## config.mk

```make
export PLATFORM = sky130hd
export DESIGN_NAME = acc_cpu
export DESIGN_NICKNAME = d
export VERILOG_FILES = /design/src/rtl/acc_cpu.sv
export SDC_FILE = /design/constraint.sdc
export NUM_CORES = 1
export LEC_CHECK = 0
export ABC_AREA = 0
export BUFFER_PORTS_ARGS = -buffer_cell sky130_fd_sc_hd__buf_2
export CELL_PAD_IN_SITES_DETAIL_PLACEMENT = 1
export CELL_PAD_IN_SITES_GLOBAL_PLACEMENT = 1
export CORE_UTILIZATION = 40
export CTS_CLUSTER_SIZE = 12
export DETAILED_ROUTE_END_ITERATION = 12
export PLACE_DENSITY_LB_ADDON = 0.1
export RECOVER_POWER = 50
export SLEW_MARGIN = 10
export SYNTH_ARGS = -nofsm -noshare
export SYNTH_HDL_FRONTEND = slang
export SYNTH_SLANG_ARGS = --single-unit
```

## constraint.sdc

```tcl
create_clock -name clk -period 3.9 [get_ports clk]
set_input_delay 0.975 -clock clk [delete_from_list [all_inputs] [get_ports clk]]
set_output_delay 0.975 -clock clk [all_outputs]
set_load 0.05 [all_outputs]
```

## src/rtl/acc_cpu.sv

```systemverilog
module acc_cpu #(
  parameter int DATA_W = 8,
  parameter int ADDR_W = 5
) (
  input  logic              clk,
  input  logic              rst_n,
  input  logic              start_load,
  input  logic [ADDR_W-1:0] start_addr,
  input  logic              halt,
  output logic [ADDR_W-1:0] mem_addr,
  output logic [DATA_W-1:0] mem_wdata,
  output logic              mem_we,
  input  logic [DATA_W-1:0] mem_rdata,
  input  logic [DATA_W-1:0] in_data,
  input  logic              in_valid,
  output logic              in_ack,
  output logic [DATA_W-1:0] out_data,
  output logic              out_strobe,
  output logic [DATA_W-1:0] acc,
  output logic [ADDR_W-1:0] pc,
  output logic              div_err,
  output logic              core_idle
);
  localparam int OP_W  = DATA_W - ADDR_W;
  localparam int CNT_W = $clog2(DATA_W);
  localparam logic [OP_W-1:0] OP_DIV = OP_W'(0);
  localparam logic [OP_W-1:0] OP_ADD = OP_W'(1);
  localparam logic [OP_W-1:0] OP_SUB = OP_W'(2);
  localparam logic [OP_W-1:0] OP_IN  = OP_W'(3);
  localparam logic [OP_W-1:0] OP_OUT = OP_W'(4);
  localparam logic [OP_W-1:0] OP_STO = OP_W'(5);
  localparam logic [OP_W-1:0] OP_LD  = OP_W'(6);
  localparam logic [OP_W-1:0] OP_JMP = OP_W'(7);

  typedef enum logic [3:0] {
    S_IDLE, S_PC2MAR, S_INCPC, S_FREAD, S_FCAP, S_LDCIR,
    S_SPLIT, S_OREAD, S_OCAP, S_EXEC, S_DIV
  } state_t;

  state_t            state;
  logic [ADDR_W-1:0] pc_q, mar;
  logic [DATA_W-1:0] mdr, cir, acc_q, quo_q, rem_q;
  logic [CNT_W-1:0]  cnt_q;
  logic              err_q;

  logic [OP_W-1:0]   op;
  logic [ADDR_W-1:0] fld;
  logic              go, in_exec, needs_operand;
  logic [DATA_W:0]   rem_sh;
  logic              take;
  logic [DATA_W-1:0] rem_nx, quo_nx;

  assign op            = cir[DATA_W-1:ADDR_W];
  assign fld           = cir[ADDR_W-1:0];
  assign go            = !start_load && !halt;
  assign in_exec       = go && (state == S_EXEC);
  assign needs_operand = (op == OP_DIV) || (op == OP_ADD) || (op == OP_SUB) || (op == OP_LD);

  assign rem_sh = {rem_q, quo_q[DATA_W-1]};
  assign take   = rem_sh >= {1'b0, mdr};
  assign rem_nx = take ? DATA_W'(rem_sh - {1'b0, mdr}) : rem_sh[DATA_W-1:0];
  assign quo_nx = {quo_q[DATA_W-2:0], take};

  assign mem_addr   = mar;
  assign mem_wdata  = acc_q;
  assign mem_we     = in_exec && (op == OP_STO);
  assign in_ack     = in_exec && (op == OP_IN) && in_valid;
  assign out_strobe = in_exec && (op == OP_OUT);
  assign out_data   = acc_q;
  assign acc        = acc_q;
  assign pc         = pc_q;
  assign div_err    = err_q;
  assign core_idle  = (state == S_IDLE);

  always_ff @(posedge clk or negedge rst_n) begin
    if (!rst_n) begin
      state <= S_IDLE;
      pc_q  <= '0;
      mar   <= '0;
      mdr   <= '0;
      cir   <= '0;
      acc_q <= '0;
      quo_q <= '0;
      rem_q <= '0;
      cnt_q <= '0;
      err_q <= 1'b0;
    end else if (start_load) begin
      state <= S_IDLE;
      pc_q  <= start_addr;
      err_q <= 1'b0;
    end else if (halt) begin
      state <= S_IDLE;
    end else begin
      case (state)
        S_IDLE:   state <= S_PC2MAR;
        S_PC2MAR: begin
          mar   <= pc_q;
          state <= S_INCPC;
        end
        S_INCPC:  begin
          pc_q  <= pc_q + ADDR_W'(1);
          state <= S_FREAD;
        end
        S_FREAD:  state <= S_FCAP;
        S_FCAP:   begin
          mdr   <= mem_rdata;
          state <= S_LDCIR;
        end
        S_LDCIR:  begin
          cir   <= mdr;
          state <= S_SPLIT;
        end
        S_SPLIT:  begin
          mar <= fld;
          if (op == OP_JMP) begin
            pc_q  <= fld;
            state <= S_PC2MAR;
          end else if (needs_operand) begin
            state <= S_OREAD;
          end else begin
            state <= S_EXEC;
          end
        end
        S_OREAD:  state <= S_OCAP;
        S_OCAP:   begin
          mdr   <= mem_rdata;
          state <= S_EXEC;
        end
        S_EXEC:   begin
          state <= S_PC2MAR;
          case (op)
            OP_ADD: acc_q <= acc_q + mdr;
            OP_SUB: acc_q <= acc_q - mdr;
            OP_LD:  acc_q <= mdr;
            OP_IN:  begin
              if (in_valid) acc_q <= in_data;
              else          state <= S_EXEC;
            end
            OP_DIV: begin
              if (mdr == '0) begin
                err_q <= 1'b1;
              end else begin
                rem_q <= '0;
                quo_q <= acc_q;
                cnt_q <= '0;
                state <= S_DIV;
              end
            end
            default: ;
          endcase
        end
        S_DIV:    begin
          rem_q <= rem_nx;
          quo_q <= quo_nx;
          cnt_q <= cnt_q + CNT_W'(1);
          if (cnt_q == CNT_W'(DATA_W - 1)) begin
            acc_q <= quo_nx;
            state <= S_PC2MAR;
          end
        end
        default:  state <= S_IDLE;
      endcase
    end
  end
endmodule

```

==> results of run 1 <==
-- stage by stage --
step	util	cell area [um^2]	setup WS [ns]	instances	hold slack (ns)
after floorplan	-	3990	0.3908	431	0.4491
after global placement	0.4402	4283	0.7974	598	0.4614
after detailed placement	0.4402	4283	0.7494	598	0.4769
after CTS	0.4613	4488	0.7482	614	0.4940
after global routing	0.4579	4456	0.6274	614	0.5181
final	0.4579	4456	0.7407	614	0.4916
-- worst min path at each step --
stage,startpoint,to,slack [ns],cells past startpoint
6_report,rem_q[7],rem_q[7],0.49,2
5_1_grt,mem_addr[4],mem_addr[4],0.52,2
4_1_cts,mem_addr[3],mem_addr[3],0.49,2
3_5_place_dp,mem_addr[3],mem_addr[3],0.48,2
3_3_place_gp,mem_addr[4],mem_addr[4],0.46,2
2_1_floorplan,rem_q[7],rem_q[7],0.45,2
-- cell usage after synthesis (all sizes together) (9+ instances only) --
| library cell | count | area [um^2] |
|---|---|---|
| a21oi | 18 | 93.84 |
| buf | 27 | 197.7 |
| dfrtp | 58 | 1451 |
| ha | 19 | 237.7 |
| inv | 14 | 52.55 |
| mux2 | 16 | 180.2 |
| mux2i | 12 | 120.1 |
| nand2 | 47 | 186.4 |
| nor2 | 28 | 107.6 |
| nor2b | 11 | 68.82 |
| o21ai | 55 | 297.8 |
| o31ai | 9 | 72.57 |
| xnor2 | 12 | 105.1 |
-- flip-flops by register name, summed over array words and instances, names as in the netlist --
signal    flops
cir           8
cnt_q         3
state         4
pc            5
div_err       1
mem_addr      5
mdr           8
quo_q         8
rem_q         8
acc           8
-- worst max-delay path: cells and delay by family --
family,cells,cell delay [ns]
buffers and inverters,2,0.46
AND/OR/NAND/NOR,4,0.74
-- cell usage in the layout, fill, tap and decap left out, types with 5 or more instances in the layout --
cell type  synthesis  routed
o31ai_1            8       8
nor2_1            27      27
mux2i_1           12      12
a21oi_1           17      17
clkbuf_1           7       9
o21ai_1           15      14
nor2b_1           11      11
inv_1             14      14
xnor2_1           12      12
nand2b_1           7       7
ha_1              19      19
clkbuf_8           0      11
a22oi_1            5       5
nand2_1           45      45
o21a_1             5       5
o21ai_0           36      38
buf_2              5      56
mux2_2            16      16
dfrtp_1           58      58
nor3_1             7       7
-- cells by family (layout without fill, tap and decap cells) --
kind of cell    count (synthesis)  in the layout
buf+inv                        48             98
compound gates                127            127
xor+xnor                       16             16
flops                          58             58
simple gates                  133            133
mux                            28             28
fa+ha+maj                      21             21
-- report_power, final --
part	internal [mW]	switching [mW]	total, mW
logic	0.122	0.209	0.332
registers	0.623	0.0259	0.649
clock network	0.329	0.259	0.588
-- layout make-up --
| class | instances | area (um^2) | area share |
|---|---|---|---|
| repair buffers | 68 | 337.8 | 0.07582 |
| clock inverters | 4 | 50.05 | 0.01123 |
| multi-input cells | 325 | 2242 | 0.5032 |
| well taps | 133 | 166.4 | 0.03735 |
| inverters | 14 | 52.55 | 0.01179 |
| clock buffers | 12 | 155.1 | 0.03482 |
| flip-flops and latches | 58 | 1451 | 0.3258 |
-- per-layer routing --
metal  vias to the layer above  share of wire
li1                       1626              -
met1                      1630           0.49
met2                        42           0.47
met3                        10          0.023
met4                         0          0.012
met5                         -              0
==> results.yml, run 1 <==
run_status:
  status: "finished, violations left"
  violations: "max-capacitance violations, max-slew violations"
critical_path:
  crit_slowest_cell: "or2_2"
  reg2reg_slack_ns: 1.12
  cp_data_required_time_ns: 2.92
  crit_top_cell: "buf_2"
  rr_worst_depth: 10
  cp_slowest_stage_delay_ns: 0.35
  crit_fanout: 13
  r2r-start: "cir[6]"
  cp-startpoint: "start_load"
  crit_path_cell_trace: "buf_2 > or2_2 > nor2_1 > nand2_1 > nor3_1 > buf_2"
  crit_end: "out_strobe"
  timing.rr.end: "acc[7]"
  startpoint_type: "primary input"
  arrival_ns: 2.18
  end_kind: "output port"
  crit_type: "primary input to output port"
drt:
  drc_errors: 0
  drt_wl_total_mm: 10.53
  drt-initial-drc-count: 103
  via_count: 3308
  ant_nets: 0
  avgRoutedWirePerCell_um: 17.15
  vias_per_cell: 5.388
  drt_first_pass_iters: 4
timing:
  max_slew_margin: -0.07690
  setup_tns_ns: 0
  period_needed_ns: 3.159
  setup_violations: 0
  hold_viol: 0
  post-route-period-util: 0.8101
  maxSlewViolCount: 30
  rsz0062_at_grt: "false"
  worstMarginPinSlew_ns: 1.615
  fin_skew_ns: 0.01258
  fmax_ghz: 0.3165
synth:
  synth-seq-cells: 58
  ys_seq_area_frac: 0.3638
  synthArstFlopShare: 1.000
  synth_fp_nets: 478
  syn_inst: 431
  muxShareOfSynthArea: 0.07526
  ys_warn_count: 0
  syn_avg_cell_area_um2: 9.258
  synth_top_family_by_area: "compound AO/OA/AOI/OAI gates"
  ys_types: 68
  ys.flop_type: "dfrtp_1"
  synth_compound_area_frac: 0.2120
  synth-xor-area-share: 0.03512
  synthSimpleGateAreaFrac: 0.1750
  netlist_area_mm2: 0.003990
  synth_fa_ha_area_frac: 0.06961
  synth_edf_count: 0
cts:
  root_buffer: "clkbuf_8"
  clk_pin_slew_ns: 0.07
  cts.repair.resized: 0
  post_cts_buffers: 0
  clockBufferDepth: 2
  cts_tree: "done"
  postCtsHoldBufs: 0
  clock_latency_ns: 0.34
  clock_sinks: 58
  htreeDepth: 3
  numCtsBuffers: 9
global_route:
  grt_pass1_wl_mm: 17.59
  met3_usage: 0.03557
  grt_max_degree: 31
  antenna_found_initial: 0
  use_met1: 0.3095
  grt_pass1_vias: 3355
  grt_use_met2: 0.3586
  gr-total-overflow: 0
  top_usage_layer: "met2"
  grt_usage: 0.2224
final_layout:
  layout-drive-gt1-share: 0.2225
  fill_cells: 1202
  nets: 523
  diodes: 0
  area_delta_synth_final_pct: 11.67
placed_design:
  portBuffers: 64
  gp_congestion: 0.7811
  hpwl_mm: 8.051
die:
  num_rows: 36
  die_w_um: 101.9
  initial_utilization: 0.4101
  dieHeight_um: 101.9
  die_area_mm2: 0.01038
  coreArea_mm2: 0.009729
  ios: 65
power_and_ir_drop:
  pwr_density_cell_mw_per_mm2: 352.1
  fin_total_pwr_mw: 1.569
  vdd_drop_max_v: 0.0001700
  p_leak_nw: 2.103
flow_run:
  max_cap_violations: 1
min_path:
  hold_path.class: "register to register"
(Power assumes the default switching activity.)
==> run 2: changes to the inputs <==
==> constraint.sdc (replaced) <==
create_clock -name clk -period 2.95 [get_ports clk]
set_input_delay 0.7375 -clock clk [delete_from_list [all_inputs] [get_ports clk]]
set_output_delay 0.7375 -clock clk [all_outputs]
set_load 0.05 [all_outputs]
==> run 2 against run 1 <==
  * The run still ends with max-capacitance violations, max-slew violations left
  * Final area up 1.4%
  * Sequential share of layout area decreased by 0.45 points
  * Clock power increased by 13%
  * Combinational power is 36% higher
  * Global-route usage rose by 1.0 points
  * Routed wire length up 5.3%
  * Clock skew fell by 0.0038 ns
  * Cell count is 2.1% higher
  * Register-to-register slack got worse by 0.89 ns
  * Count of clock-buffer cells in the layout decreased by 1
  * Non-clock buffer count increased by 13
  * Critical endpoint is now acc[7]
  * Highest routed layer unchanged
==> results.yml, run 2 (synthesis results as in run 1) <==
run_status:
  status: "finished, violations left"
  violations: "max-capacitance violations, max-slew violations"
timing:
  hold_viol: 0
  setup_violations: 0
  fin_skew_ns: 0.008738
  worstMarginPinSlew_ns: 1.697
  fmax_ghz: 0.3673
  setup_tns_ns: 0
  period_needed_ns: 2.723
  post-route-period-util: 0.9229
  maxSlewViolCount: 28
  rsz0062_at_grt: "false"
  max_slew_margin: -0.1317
die:
  coreArea_mm2: 0.009729
  die_area_mm2: 0.01038
  ios: 65
  num_rows: 36
  die_w_um: 101.9
  initial_utilization: 0.4101
  dieHeight_um: 101.9
cts:
  clk_pin_slew_ns: 0.07
  clock_sinks: 58
  clock_latency_ns: 0.34
  numCtsBuffers: 9
  postCtsHoldBufs: 0
  clockBufferDepth: 2
  post_cts_buffers: 0
  cts_tree: "done"
  root_buffer: "clkbuf_8"
  cts.repair.resized: 0
  htreeDepth: 3
final_layout:
  layout-drive-gt1-share: 0.2429
  fin_util: 0.4644
  nets: 536
  multi_input_area_mm2: 0.002248
  mostFrequentLayoutCells: "dfrtp_1, buf_2, nand2_1"
  layout_commonest_cell: "dfrtp_1"
  area_delta_synth_final_pct: 13.23
  diodes: 0
  fill_cells: 1210
  seqCellArea_mm2: 0.001451
flow_run:
  max_cap_violations: 1
critical_path:
  startpoint_type: "register"
  reg2reg_slack_ns: 0.23
  crit_slowest_cell: "dfrtp_1"
  crit_type: "register to register"
  crit_family: "simple AND/OR/NAND/NOR gates"
  r2r-start: "cir[5]"
  crit_top_cell: "xnor2_1"
  cp_slowest_stage_delay_ns: 0.49
  crit_path_cell_trace: "or3b_4 > o31ai_2 > o21ai_0 > xnor2_1 > ha_1 > or2_2 > a21oi_1 > a31oi_1 > xnor2_1 > o211ai_2"
  path_buf_inv: 0
  arrival_ns: 2.94
  end_kind: "register"
  rr_worst_depth: 10
  cp_data_required_time_ns: 3.16
  crit_fanout: 11
  timing.rr.end: "acc[7]"
drt:
  vias_per_cell: 5.360
  drt_first_pass_iters: 4
  drt_wl_total_mm: 11.09
  drt-initial-drc-count: 108
  via_count: 3361
  avgRoutedWirePerCell_um: 17.69
  ant_nets: 0
  drc_errors: 0
placed_design:
  portBuffers: 64
  hpwl_mm: 8.399
  gp_congestion: 0.8145
global_route:
  grt_pass1_wl_mm: 18.13
  grt_max_degree: 28
  grt_pass1_vias: 3443
  antenna_found_initial: 0
  grt_usage: 0.2326
  gr-total-overflow: 0
min_path:
  hp-start: "mem_addr[4]"
  hold_depth: 2
  min_to: "mem_addr[4]"
  hold_path.class: "register to register"
power_and_ir_drop:
  vdd_drop_max_v: 0.0001939
  pwr_density_cell_mw_per_mm2: 436.5
  p_leak_nw: 2.154
-- run 2: worst max-delay path by stage --
stage / end / depth (start not counted) / startpoint / slack, ns
floorplan: core_idle / 2 / state[1] / 0.07
global placement: out_strobe / 6 / start_load / 0.33
detailed placement: acc[7] / 10 / cir[5] / 0.25
CTS: acc[7] / 10 / cir[5] / 0.23
global route: acc[7] / 10 / cir[5] / 0.11
finish: acc[7] / 10 / cir[5] / 0.23
-- run 2: metrics by stage --
stage	total power [mW]	setup slack, ns	hold slack [ns]	cells	instance area, um^2
after detailed placement	1.335	0.2458	0.4746	611	4385
after CTS	2.014	0.2311	0.4526	627	4557
after floorplan	1.202	0.07228	0.4419	431	3995
after global placement	1.323	0.3260	0.4584	611	4385
after global routing	2.094	0.1075	0.5304	627	4518
final	1.972	0.2274	0.4883	627	4518
-- run 2: layout make-up --
| type | instances | share of cell area |
|---|---|---|
| Multi-Input combinational cell | 325 | 0.4976 |
| Sequential cell | 58 | 0.3212 |
| Timing Repair Buffer | 81 | 0.09471 |
| Tap cell | 133 | 0.03683 |
| Clock buffer | 11 | 0.03129 |
| Inverter | 14 | 0.01163 |
| Clock inverter | 5 | 0.006646 |
-- run 2: power by group --
group / total (mW) / switching, mW / internal (mW)
Clock: 0.666 / 0.343 / 0.323
Sequential: 0.852 / 0.0283 / 0.824
Combinational: 0.453 / 0.285 / 0.168
-- run 2: routing by layer --
metal | part of all wire | track usage | vias to the layer above
met2 | 0.48 | 0.3862 | 36
li1 | - | - | 1643
met3 | 0.019 | 0.02941 | 12
met4 | 0.013 | 0.08022 | 0
met5 | 0 | 0 | -
met1 | 0.49 | 0.3140 | 1670
-- run 2: tightest hold or removal path, delay by kind of cell, from the launching register on --
family	cells	cell delay [ns]
flops	1	0.35
compound gates	1	0.06
simple gates	1	0.05
